### src/rtl/sio_cfg_pkg.sv
package sio_cfg_pkg;

  typedef logic [7:0] byte_t;

  localparam int KEY_LEN = 4;

  // Register numbers
  localparam byte_t REG_EXIT   = 8'h02;
  localparam byte_t REG_LDN    = 8'h07;
  localparam byte_t REG_ID_HI  = 8'h20;
  localparam byte_t REG_ID_LO  = 8'h21;
  localparam byte_t REG_FLCTL  = 8'h24;
  localparam byte_t REG_BASE_H = 8'h64;
  localparam byte_t REG_BASE_L = 8'h65;

  localparam int    EXIT_BIT   = 1;
  localparam byte_t IDLE_READ  = 8'hFF;

  // Unlock key byte at position pos; the final byte depends on the strap
  function automatic byte_t key_byte(input int pos, input logic alt);
    case (pos)
      0:       key_byte = 8'h87;
      1:       key_byte = 8'h01;
      2:       key_byte = 8'h55;
      default: key_byte = alt ? 8'hAA : 8'h55;
    endcase
  endfunction

endpackage

### src/rtl/sio_port_decode.sv
module sio_port_decode #(
  parameter int              ADDR_W  = 16,
  parameter logic [ADDR_W-1:0] BASE_LO = 16'h002E,
  parameter logic [ADDR_W-1:0] BASE_HI = 16'h004E
) (
  input  logic              strap_alt,
  input  logic              io_wr,
  input  logic              io_rd,
  input  logic [ADDR_W-1:0] io_addr,
  output logic              idx_wr,
  output logic              idx_rd,
  output logic              dat_wr,
  output logic              dat_rd
);

  logic [ADDR_W-1:0] idx_port;
  logic [ADDR_W-1:0] dat_port;
  logic              at_idx;
  logic              at_dat;

  always_comb begin
    idx_port = strap_alt ? BASE_HI : BASE_LO;
    dat_port = idx_port + ADDR_W'(1);
    at_idx   = (io_addr == idx_port);
    at_dat   = (io_addr == dat_port);
    idx_wr   = io_wr & at_idx;
    idx_rd   = io_rd & at_idx;
    dat_wr   = io_wr & at_dat;
    dat_rd   = io_rd & at_dat;
  end

endmodule

### src/rtl/sio_key_seq.sv
module sio_key_seq
  import sio_cfg_pkg::*;
(
  input  logic  clk,
  input  logic  rst,
  input  logic  strap_alt,
  input  logic  idx_wr,
  input  byte_t wdata,
  input  logic  relock,
  output logic  unlocked
);

  localparam int POS_W = $clog2(KEY_LEN);
  localparam logic [POS_W-1:0] LAST_POS = POS_W'(KEY_LEN - 1);

  logic [POS_W-1:0]   pos_q;
  logic               unlocked_q;
  logic [KEY_LEN-1:0] hit;

  // One comparator per key position
  for (genvar k = 0; k < KEY_LEN; k++) begin : g_key
    assign hit[k] = (wdata == key_byte(k, strap_alt));
  end

  always_ff @(posedge clk) begin
    if (rst) begin
      pos_q      <= '0;
      unlocked_q <= 1'b0;
    end else if (relock) begin
      pos_q      <= '0;
      unlocked_q <= 1'b0;
    end else if (!unlocked_q && idx_wr) begin
      if (hit[pos_q]) begin
        if (pos_q == LAST_POS) begin
          pos_q      <= '0;
          unlocked_q <= 1'b1;
        end else begin
          pos_q <= pos_q + POS_W'(1);
        end
      end else begin
        // a stray first key byte restarts the sequence already matched
        pos_q <= hit[0] ? POS_W'(1) : '0;
      end
    end
  end

  assign unlocked = unlocked_q;

  // opening only follows an index write
  a_r2_open_after_index_write: assert property (@(posedge clk) disable iff (rst)
    $rose(unlocked_q) |-> $past(idx_wr));

  // the final key byte at the last position opens the block
  a_r2_last_key_opens: assert property (@(posedge clk) disable iff (rst)
    (!unlocked_q && !relock && idx_wr && pos_q == LAST_POS &&
     wdata == key_byte(KEY_LEN - 1, strap_alt)) |=> unlocked_q);

  // a first key byte always leaves matching at position one
  a_r3_first_byte_restart: assert property (@(posedge clk) disable iff (rst)
    (!unlocked_q && !relock && idx_wr && wdata == key_byte(0, strap_alt))
    |=> (pos_q == POS_W'(1)));

  // the exit write locks the block
  a_r10_relock: assert property (@(posedge clk) disable iff (rst)
    relock |=> !unlocked_q);

endmodule

### src/rtl/sio_cfg_regs.sv
module sio_cfg_regs
  import sio_cfg_pkg::*;
#(
  parameter logic [15:0] CHIP_ID   = 16'h8716,
  parameter byte_t       FLASH_LDN = 8'h07,
  parameter int          SEG_N     = 3,
  localparam int         CTL_W     = SEG_N + 3
) (
  input  logic             clk,
  input  logic             rst,
  input  logic             unlocked,
  input  logic             idx_wr,
  input  logic             dat_wr,
  input  byte_t            wdata,
  output byte_t            cfg_index,
  output byte_t            rd_val,
  output logic             relock,
  output logic [15:0]      flash_base,
  output logic [CTL_W-1:0] flash_ctl
);

  byte_t            idx_q;
  byte_t            ldn_q;
  byte_t            base_hi_q;
  byte_t            base_lo_q;
  logic [CTL_W-1:0] ctl_q;
  logic             wr_ok;
  logic             ldn_flash;

  assign wr_ok     = unlocked & dat_wr;
  assign ldn_flash = (ldn_q == FLASH_LDN);
  assign relock    = wr_ok && (idx_q == REG_EXIT) && wdata[EXIT_BIT];

  always_ff @(posedge clk) begin
    if (rst) begin
      idx_q <= '0;
    end else if (relock) begin
      idx_q <= '0;
    end else if (unlocked && idx_wr) begin
      idx_q <= wdata;
    end
  end

  always_ff @(posedge clk) begin
    if (rst) begin
      ldn_q     <= '0;
      base_hi_q <= '0;
      base_lo_q <= '0;
      ctl_q     <= '0;
    end else if (wr_ok) begin
      case (idx_q)
        REG_LDN:    ldn_q <= wdata;
        REG_FLCTL:  ctl_q <= wdata[CTL_W-1:0];
        REG_BASE_H: if (ldn_flash) base_hi_q <= wdata;
        REG_BASE_L: if (ldn_flash) base_lo_q <= wdata;
        default:    ;
      endcase
    end
  end

  always_comb begin
    case (idx_q)
      REG_LDN:    rd_val = ldn_q;
      REG_ID_HI:  rd_val = CHIP_ID[15:8];
      REG_ID_LO:  rd_val = CHIP_ID[7:0];
      REG_FLCTL:  rd_val = {{(8 - CTL_W){1'b0}}, ctl_q};
      REG_BASE_H: rd_val = ldn_flash ? base_hi_q : 8'h00;
      REG_BASE_L: rd_val = ldn_flash ? base_lo_q : 8'h00;
      default:    rd_val = 8'h00;
    endcase
  end

  assign cfg_index  = idx_q;
  assign flash_base = {base_hi_q, base_lo_q};
  assign flash_ctl  = ctl_q;

  // nothing programmed changes while locked
  a_r9_locked_no_change: assert property (@(posedge clk) disable iff (rst)
    !unlocked |=> ($stable(ctl_q) && $stable(base_hi_q) && $stable(base_lo_q) && $stable(ldn_q)));

  // the base is held while another logical device is selected
  a_r8_other_ldn_base_held: assert property (@(posedge clk) disable iff (rst)
    !ldn_flash |=> $stable(flash_base));

  // relocking returns the register number to zero
  a_r10_index_cleared: assert property (@(posedge clk) disable iff (rst)
    relock |=> (idx_q == 8'h00));

endmodule

### src/rtl/sio_cfg_port.sv
module sio_cfg_port
  import sio_cfg_pkg::*;
#(
  parameter int          ADDR_W    = 16,
  parameter logic [ADDR_W-1:0] BASE_LO = 16'h002E,
  parameter logic [ADDR_W-1:0] BASE_HI = 16'h004E,
  parameter logic [15:0] CHIP_ID   = 16'h8716,
  parameter logic [7:0]  FLASH_LDN = 8'h07,
  parameter int          SEG_N     = 3
) (
  input  logic              clk,
  input  logic              rst,
  input  logic              strap_alt,
  input  logic              io_wr,
  input  logic              io_rd,
  input  logic [ADDR_W-1:0] io_addr,
  input  logic [7:0]        io_wdata,
  output logic [7:0]        io_rdata,
  output logic [15:0]       flash_base,
  output logic              fl_suspend,
  output logic [SEG_N-1:0]  fl_seg_en,
  output logic              fl_host_wr_en,
  output logic              fl_pin_sel
);

  localparam int CTL_W = SEG_N + 3;

  logic             idx_wr, idx_rd, dat_wr, dat_rd;
  logic             unlocked;
  logic             relock;
  byte_t            cfg_index;
  byte_t            rd_val;
  byte_t            rdata_d;
  byte_t            rdata_q;
  logic [CTL_W-1:0] flash_ctl;

  sio_port_decode #(
    .ADDR_W (ADDR_W),
    .BASE_LO(BASE_LO),
    .BASE_HI(BASE_HI)
  ) i_decode (
    .strap_alt(strap_alt),
    .io_wr    (io_wr),
    .io_rd    (io_rd),
    .io_addr  (io_addr),
    .idx_wr   (idx_wr),
    .idx_rd   (idx_rd),
    .dat_wr   (dat_wr),
    .dat_rd   (dat_rd)
  );

  sio_key_seq i_key (
    .clk      (clk),
    .rst      (rst),
    .strap_alt(strap_alt),
    .idx_wr   (idx_wr),
    .wdata    (io_wdata),
    .relock   (relock),
    .unlocked (unlocked)
  );

  sio_cfg_regs #(
    .CHIP_ID  (CHIP_ID),
    .FLASH_LDN(FLASH_LDN),
    .SEG_N    (SEG_N)
  ) i_regs (
    .clk       (clk),
    .rst       (rst),
    .unlocked  (unlocked),
    .idx_wr    (idx_wr),
    .dat_wr    (dat_wr),
    .wdata     (io_wdata),
    .cfg_index (cfg_index),
    .rd_val    (rd_val),
    .relock    (relock),
    .flash_base(flash_base),
    .flash_ctl (flash_ctl)
  );

  always_comb begin
    rdata_d = IDLE_READ;
    if (unlocked) begin
      if (dat_rd)      rdata_d = rd_val;
      else if (idx_rd) rdata_d = cfg_index;
    end
  end

  always_ff @(posedge clk) begin
    if (rst) rdata_q <= IDLE_READ;
    else     rdata_q <= rdata_d;
  end

  assign io_rdata      = rdata_q;
  assign fl_suspend    = flash_ctl[0];
  assign fl_seg_en     = flash_ctl[SEG_N:1];
  assign fl_host_wr_en = flash_ctl[SEG_N+1];
  assign fl_pin_sel    = flash_ctl[SEG_N+2];

  // a single strobe per cycle is assumed
  a_r1_one_strobe: assert property (@(posedge clk) disable iff (rst)
    !(io_wr && io_rd));

  // locked data-port reads return all ones
  a_r9_locked_read_ff: assert property (@(posedge clk) disable iff (rst)
    (dat_rd && !unlocked) |=> (io_rdata == 8'hFF));

  // identity high byte
  a_r4_chip_id_hi: assert property (@(posedge clk) disable iff (rst)
    (dat_rd && unlocked && cfg_index == REG_ID_HI) |=> (io_rdata == CHIP_ID[15:8]));

  // with no read strobe the read data idles high
  a_r11_idle_ff: assert property (@(posedge clk) disable iff (rst)
    !io_rd |=> (io_rdata == 8'hFF));

endmodule

### config.mk
export PLATFORM = sky130hd
export DESIGN_NAME = sio_cfg_port
export DESIGN_NICKNAME = d
export VERILOG_FILES = /design/src/rtl/sio_cfg_pkg.sv /design/src/rtl/sio_port_decode.sv /design/src/rtl/sio_key_seq.sv /design/src/rtl/sio_cfg_regs.sv /design/src/rtl/sio_cfg_port.sv
export SDC_FILE = /design/constraint.sdc
export NUM_CORES = 1
export LEC_CHECK = 0
export BUFFER_PORTS_ARGS = -buffer_cell sky130_fd_sc_hd__buf_2
export CAP_MARGIN = 0
export CORE_MARGIN = 8
export CORE_UTILIZATION = 57
export CTS_BUF_LIST = sky130_fd_sc_hd__clkbuf_16
export DETAILED_ROUTE_END_ITERATION = 16
export PLACE_DENSITY = 0.8
export SYNTH_ARGS = -nofsm -noshare
export SYNTH_HDL_FRONTEND = slang
export SYNTH_SLANG_ARGS = --single-unit
### constraint.sdc
create_clock -name clk -period 3 [get_ports clk]
set_input_delay 0.3 -clock clk [delete_from_list [all_inputs] [get_ports clk]]
set_output_delay 0.3 -clock clk [all_outputs]
set_load 0.01 [all_outputs]
==> impl_metrics.py, run 1 <==
metrics = {
    "clock_network": {
        "cts_setup_buffers": 0,
        "cts_root_buf": "clkbuf_16",
        "cts_tree": "yes",
        "holdBufCountCts": 0,
        "htreeDepth": 2,
        "numCtsBuffers": 5,
        "clock_sinks": 49,
        "cts_resized": 0,
        "clk_path_buf_depth": 2,
        "clk_latency_ps": 280,
        "path_clk_slew_ps": 60,
    },
    "final_layout": {
        "area_growth_pct": 18.8,
        "nets": 344,
        "utilization_pct": 69.1,
        "drive_above_1_share_pct": 26.0,
        "final_area_sq_um": 2950,
        "n_antenna_cell": 0,
    },
    "die": {
        "num_io_pins": 59,
        "die_y_um": 82.0,
        "fp.coreArea_sq_um": 4260,
        "die-area_sq_um": 6720,
        "floorplan.rows": 24,
        "die_x_um": 82.0,
        "start_util_pct": 58.2,
    },
    "synthesis": {
        "ys_ff_latch": 49,
        "synth_enable_flop_cells": 0,
        "yosys_warnings": 0,
        "yosys.cell_types.count": 51,
        "ys.flop_type": "dfxtp_1",
        "syn-cell-area_sq_um": 2480,
        "syn-instance-count": 257,
        "synth_top_cell_by_area": "dfxtp_1",
        "synth_common_cells": "49 x dfxtp_1, 44 x mux2i_1, 43 x nor2_1",
        "syn-num-nets": 287,
        "synth_most_common_cell": "dfxtp_1",
        "ys_async_sr_fraction_pct": 0,
        "ys_seq_area_share_pct": 39.6,
        "synth.avg_cell_area_sq_um": 9.65,
        "ys_top_cells_by_area": "dfxtp_1 40%, mux2i_1 18%, nor2_1 6.5%, a221o_1 3.6%, nand3_1 1.6%",
        "yosysTopAreaCellShare_pct": 39.6,
    },
    "timing": {
        "finalCritPeriodShare_pct": 73.5,
        "holdWs_ps": 371,
        "tightest_slew_ps": 743,
        "maxSlewViolCount": 0,
        "slew_headroom_pct": 49.2,
        "hold_viol": 0,
        "setup_tns_ps": 0,
        "fin_crit_ps": 2210,
        "rsz0062_at_grt": "no",
        "setup_viol": 0,
        "finClkSkew_ps": 3.98,
        "clock.fmax_mhz": 453,
    },
    "global_route": {
        "grt_pass1_wl_mm": 10.5,
        "grt_max_degree": 33,
        "overflow": 0,
        "grt_pass1_vias": 2146,
        "antenna_found_initial": 0,
        "grt_use_total_pct": 20.0,
    },
    "power_and_ir_drop": {
        "pwr-share-comb_pct": 4.4,
        "p_leak_uw": 0.00132,
        "pwr-share-seq_pct": 49.2,
        "pwr-share-clk_pct": 46.4,
        "power_switching_uw": 261,
        "ir_worst_vdd_mv": 0.310,
        "power_density_nw_per_um2": 449,
        "internal-power_uw": 1060,
        "power.share.switching_pct": 19.7,
    },
    "placed_design": {
        "hpwl_mm": 4.70,
        "gp_congestion": 0.936,
        "port_buffers": 58,
        "dpl-instance-area_sq_um": 2780,
    },
    "route": {
        "wire_per_inst_um": 17.4,
        "drc": 0,
        "firstDrtPassIters": 4,
        "wl_mm": 6.38,
        "wl_met2_mm": 2.88,
        "wl_met1_mm": 2.78,
        "top_layer_used": "met4",
        "postRouteAntennaNets": 0,
        "drt_iter0_drc": 225,
        "viasPerCell": 6.16,
        "wl_met3_um": 562,
        "via_count": 2262,
    },
    "setup_path": {
        "r2r_start": "i_regs.ldn_q[3]$_SDFFE_PP0P_",
        "crit_arrival_ps": 2360,
        "endpoint_kind": "flip-flop",
        "crit_required_ps": 3150,
        "cp-start-kind": "flip-flop",
        "r2r_end": "i_regs.base_hi_q[2]$_SDFFE_PP0P_",
        "critPathKind": "reg2reg",
        "crit_fanout": 8,
        "reg2reg_depth": 5,
        "r2r_slack_ps": 790,
    },
    "min_path": {
        "min_path_cells": 3,
        "hold_start": "io_wdata[6]",
        "min_to": "i_regs.base_lo_q[6]$_SDFFE_PP0P_",
        "min_path_type": "in2reg",
    },
    "job": {
        "maxCapViolations": 0,
    },
    "outcome": {
        "outcome": "complete, no violations",
    },
}
==> metrics by stage <==
step	std cells	total power, uW	setup WS [ps]
2_1_floorplan	257	690	1030
3_3_place_gp	359	721	734
3_5_place_dp	359	722	686
4_1_cts	367	1330	792
5_1_grt	367	1360	599
6_report	367	1320	794
==> critical path, stage by stage, from the launching register on <==
cell and delay (ps):
dfxtp_1 330, nor4b_1 500, and4_2 410, and4b_1 540, mux2i_1 250, nor2_1 50
==> metal layers <==
metal | global-route usage (%) | vias to the layer above
met1 | 26.7 | 1069
met5 | 0 | -
met2 | 31.4 | 105
met3 | 3.94 | 17
li1 | - | 1071
met4 | 6.49 | 0
==> power by group through the flow <==
stage	Sequential, uW	Clock (uW)	Combinational, uW
after floorplan	665	0	25.0
after global placement	665	0	56.3
after detailed placement	665	0	57.4
after CTS	650	623	57.6
after global routing	650	650	63.4
final	650	614	58.1
==> how the worst max path moves through the flow <==
| stage | to | from | depth (start not counted) | slack, ps |
|---|---|---|---|---|
| after floorplan | i_regs.base_hi_q[7]$_SDFFE_PP0P_ | io_addr[13] | 6 | 1030 |
| after global placement | i_regs.base_hi_q[3]$_SDFFE_PP0P_ | io_addr[13] | 7 | 730 |
| after detailed placement | i_regs.base_hi_q[3]$_SDFFE_PP0P_ | io_addr[13] | 7 | 690 |
| after CTS | i_regs.base_hi_q[3]$_SDFFE_PP0P_ | i_regs.ldn_q[3]$_SDFFE_PP0P_ | 5 | 790 |
| after global routing | i_regs.base_hi_q[3]$_SDFFE_PP0P_ | i_regs.ldn_q[3]$_SDFFE_PP0P_ | 5 | 600 |
| final | i_regs.base_hi_q[2]$_SDFFE_PP0P_ | i_regs.ldn_q[3]$_SDFFE_PP0P_ | 5 | 790 |
==> final cells by class <==
cell class	instances	area, sq um
multi-input cells	190	1390
flip-flops and latches	49	981
clock inverters	3	41.3
well taps	52	65.1
repair buffers	63	328
clock buffers	5	125
inverters	5	18.8
fillers	341	1320
==> cells in the final DEF, fill, tap and decap left out, drive strengths merged, types with 4 or more instances in the layout <==
master / count
a21oi: 5
a221o: 9
and4: 4
buf: 63
clkbuf: 5
dfxtp: 49
inv: 5
mux2i: 44
nand2: 9
nand3: 10
nor2: 43
nor3: 5
o21ai: 8
==> cell families after synthesis <==
kind of cell	share of synthesized area, %
AND/OR/NAND/NOR	25.2
flip-flops	39.6
multiplexers	18.2
AO/OA/AOI/OAI	12.1
buffers and inverters	4.49
adder cells (fa/ha/maj)	0.504
==> sequential cells by signal (all words and copies together), names as in the netlist <==
register and cells:
i_key.pos_q 2, i_key.unlocked 1, i_regs.base_hi_q 8, i_regs.base_lo_q 8
i_regs.cfg_index 8, i_regs.flash_ctl 6, i_regs.ldn_q 8, io_rdata 8
No activity file was read; power rests on OpenSTA's default activity.
==> run 2: changes to the inputs <==
--- a/config.mk
+++ b/config.mk
@@ -8,10 +8,10 @@
 export BUFFER_PORTS_ARGS = -buffer_cell sky130_fd_sc_hd__buf_2
 export CAP_MARGIN = 0
 export CORE_MARGIN = 8
-export CORE_UTILIZATION = 57
+export CORE_UTILIZATION = 48
 export CTS_BUF_LIST = sky130_fd_sc_hd__clkbuf_16
 export DETAILED_ROUTE_END_ITERATION = 16
-export PLACE_DENSITY = 0.8
+export PLACE_DENSITY = 0.71
 export SYNTH_ARGS = -nofsm -noshare
 export SYNTH_HDL_FRONTEND = slang
 export SYNTH_SLANG_ARGS = --single-unit
==> constraint.sdc (replaced) <==
create_clock -name clk -period 1.8 [get_ports clk]
set_input_delay 0.18 -clock clk [delete_from_list [all_inputs] [get_ports clk]]
set_output_delay 0.18 -clock clk [all_outputs]
set_load 0.01 [all_outputs]
==> impl_metrics.py, run 2 (synthesis results as in run 1) <==
metrics = {
    "outcome": {
        "outcome": "complete, no violations",
    },
    "setup_path": {
        "crit_arrival_ps": 1990,
        "cp_cell_sequence": "buf_4 -> nand4b_1 -> a21oi_2 -> a31oi_1 -> nor4bb_1 -> buf_4 -> a221o_1",
        "endpoint_kind": "flip-flop",
        "r2r_end": "io_rdata[6]$_SDFF_PP1_",
        "crit_fanout": 8,
        "r2r_slack_ps": 40,
        "crit_required_ps": 2040,
        "crit_path_top_delay_cell": "dfxtp_2",
        "critPathKind": "reg2reg",
        "max_stage_delay_ps": 390,
        "r2r_start": "i_regs.cfg_index[1]$_SDFFE_PP0P_",
        "reg2reg_depth": 7,
        "crit_top_cell": "buf_4",
        "cp-start-kind": "flip-flop",
    },
    "power_and_ir_drop": {
        "power_density_nw_per_um2": 656,
        "p_leak_uw": 0.00149,
        "ir_worst_vdd_mv": 0.381,
    },
    "timing": {
        "finClkSkew_ps": 7.39,
        "clock.fmax_mhz": 569,
        "hold_viol": 0,
        "finalCritPeriodShare_pct": 97.6,
        "maxSlewViolCount": 0,
        "setup_viol": 0,
        "rsz0062_at_grt": "yes",
        "tightest_slew_ps": 427,
        "slew_headroom_pct": 71.2,
        "fin_crit_ps": 1760,
    },
    "route": {
        "viasPerCell": 5.62,
        "drc": 0,
        "wl_mm": 7.31,
        "firstDrtPassIters": 4,
        "via_count": 2315,
        "postRouteAntennaNets": 0,
        "wire_per_inst_um": 17.7,
        "drt_iter0_drc": 240,
    },
    "placed_design": {
        "hpwl_mm": 5.30,
        "port_buffers": 58,
        "gp_congestion": 0.887,
        "dpl.cell_count": 402,
    },
    "final_layout": {
        "final_common_cell": "buf_2",
        "area_growth_pct": 32.1,
        "n_antenna_cell": 0,
        "final_cell_mix": "58 x buf_2, 44 x mux2i_1, 43 x dfxtp_1",
        "final_cells": 412,
        "utilization_pct": 65.0,
        "nets": 371,
        "drive_above_1_share_pct": 36.5,
    },
    "die": {
        "num_io_pins": 59,
        "die_x_um": 87.9,
        "start_util_pct": 49.2,
        "floorplan.rows": 26,
        "fp.coreArea_sq_um": 5040,
        "die_y_um": 87.9,
        "die-area_sq_um": 7720,
    },
    "clock_network": {
        "clk_latency_ps": 290,
        "path_clk_slew_ps": 70,
        "htreeDepth": 2,
        "numCtsBuffers": 5,
        "cts_root_buf": "clkbuf_16",
        "clk_path_buf_depth": 2,
        "cts_tree": "yes",
        "clock_sinks": 49,
    },
    "min_path": {
        "hold_start": "io_wdata[0]",
        "min_to": "i_regs.base_hi_q[0]$_SDFFE_PP0P_",
        "min_path_type": "in2reg",
        "min_path_cells": 3,
    },
    "global_route": {
        "grt_max_degree": 31,
        "antenna_found_initial": 0,
        "grt_use_total_pct": 19.6,
        "grt_pass1_vias": 2307,
        "grt_pass1_wl_mm": 11.8,
        "overflow": 0,
    },
    "job": {
        "maxCapViolations": 0,
    },
}
==> run 2: cell type report <==
cell class                      count  area (sq um)
Fill cell                         429          1770
Sequential cell                    49           993
Clock inverter                      3          25.0
Multi-Input combinational cell    190          1450
Timing Repair Buffer               90           572
Clock buffer                        5           125
Inverter                            5          18.8
Tap cell                           70          87.6
==> run 2: timing repair <==
action                     4_1_cts  5_1_grt
setup endpoints to repair       14       41
resized for setup                3       21
hold buffers                     0        0
pin swaps                        0        7
setup buffers                    0        2
==> run 2: per-layer routing <==
layer / GRT usage [%] / up-vias / routed length [um]
met5: 0 / - / 0
met4: 7.19 / 0 / 173
met3: 4.60 / 14 / 440
met2: 30.4 / 74 / 3480
met1: 25.7 / 1100 / 3220
li1: - / 1127 / -
==> run 2: worst max path at each step <==
stage	start	endpoint	slack, ps	depth (start not counted)
finish	i_regs.cfg_index[1]$_SDFFE_PP0P_	io_rdata[6]$_SDFF_PP1_	40	7
global route	i_regs.cfg_index[1]$_SDFFE_PP0P_	io_rdata[0]$_SDFF_PP1_	-60	7
CTS	i_regs.cfg_index[5]$_SDFFE_PP0P_	io_rdata[3]$_SDFF_PP1_	20	6
detailed placement	io_addr[11]	i_regs.base_lo_q[3]$_SDFFE_PP0P_	-80	7
global placement	io_addr[11]	i_regs.base_hi_q[3]$_SDFFE_PP0P_	-50	7
floorplan	io_addr[11]	i_regs.base_hi_q[7]$_SDFFE_PP0P_	-5	6
==> run 2: report_power, final <==
group	internal, uW	switching (uW)	total (uW)	leakage (uW)
sequential	1080	0.000531	1080	0.000398
combinational	44.8	66.2	111	0.00102
clock	523	435	957	0.0000704
==> run 2: critical path, delay by kind of cell, from the launching register on <==
| family | cells | cell delay (ps) |
|---|---|---|
| buf+inv | 2 | 370 |
| flops | 1 | 390 |
| simple gates | 2 | 530 |
| compound gates | 3 | 420 |
==> run 2: through the flow <==
stage | hold slack (ps) | total power [uW] | TNS (ps) | setup slack (ps) | area, sq um
after floorplan | 324 | 1150 | -5.20 | -5.20 | 2480
after global placement | 490 | 1220 | -1190 | -54.1 | 3030
after detailed placement | 500 | 1220 | -2210 | -82.8 | 3030
after CTS | 239 | 2160 | 0 | 15.9 | 3190
after global routing | 265 | 2230 | -568 | -57.0 | 3280
final | 243 | 2150 | 0 | 42.8 | 3280
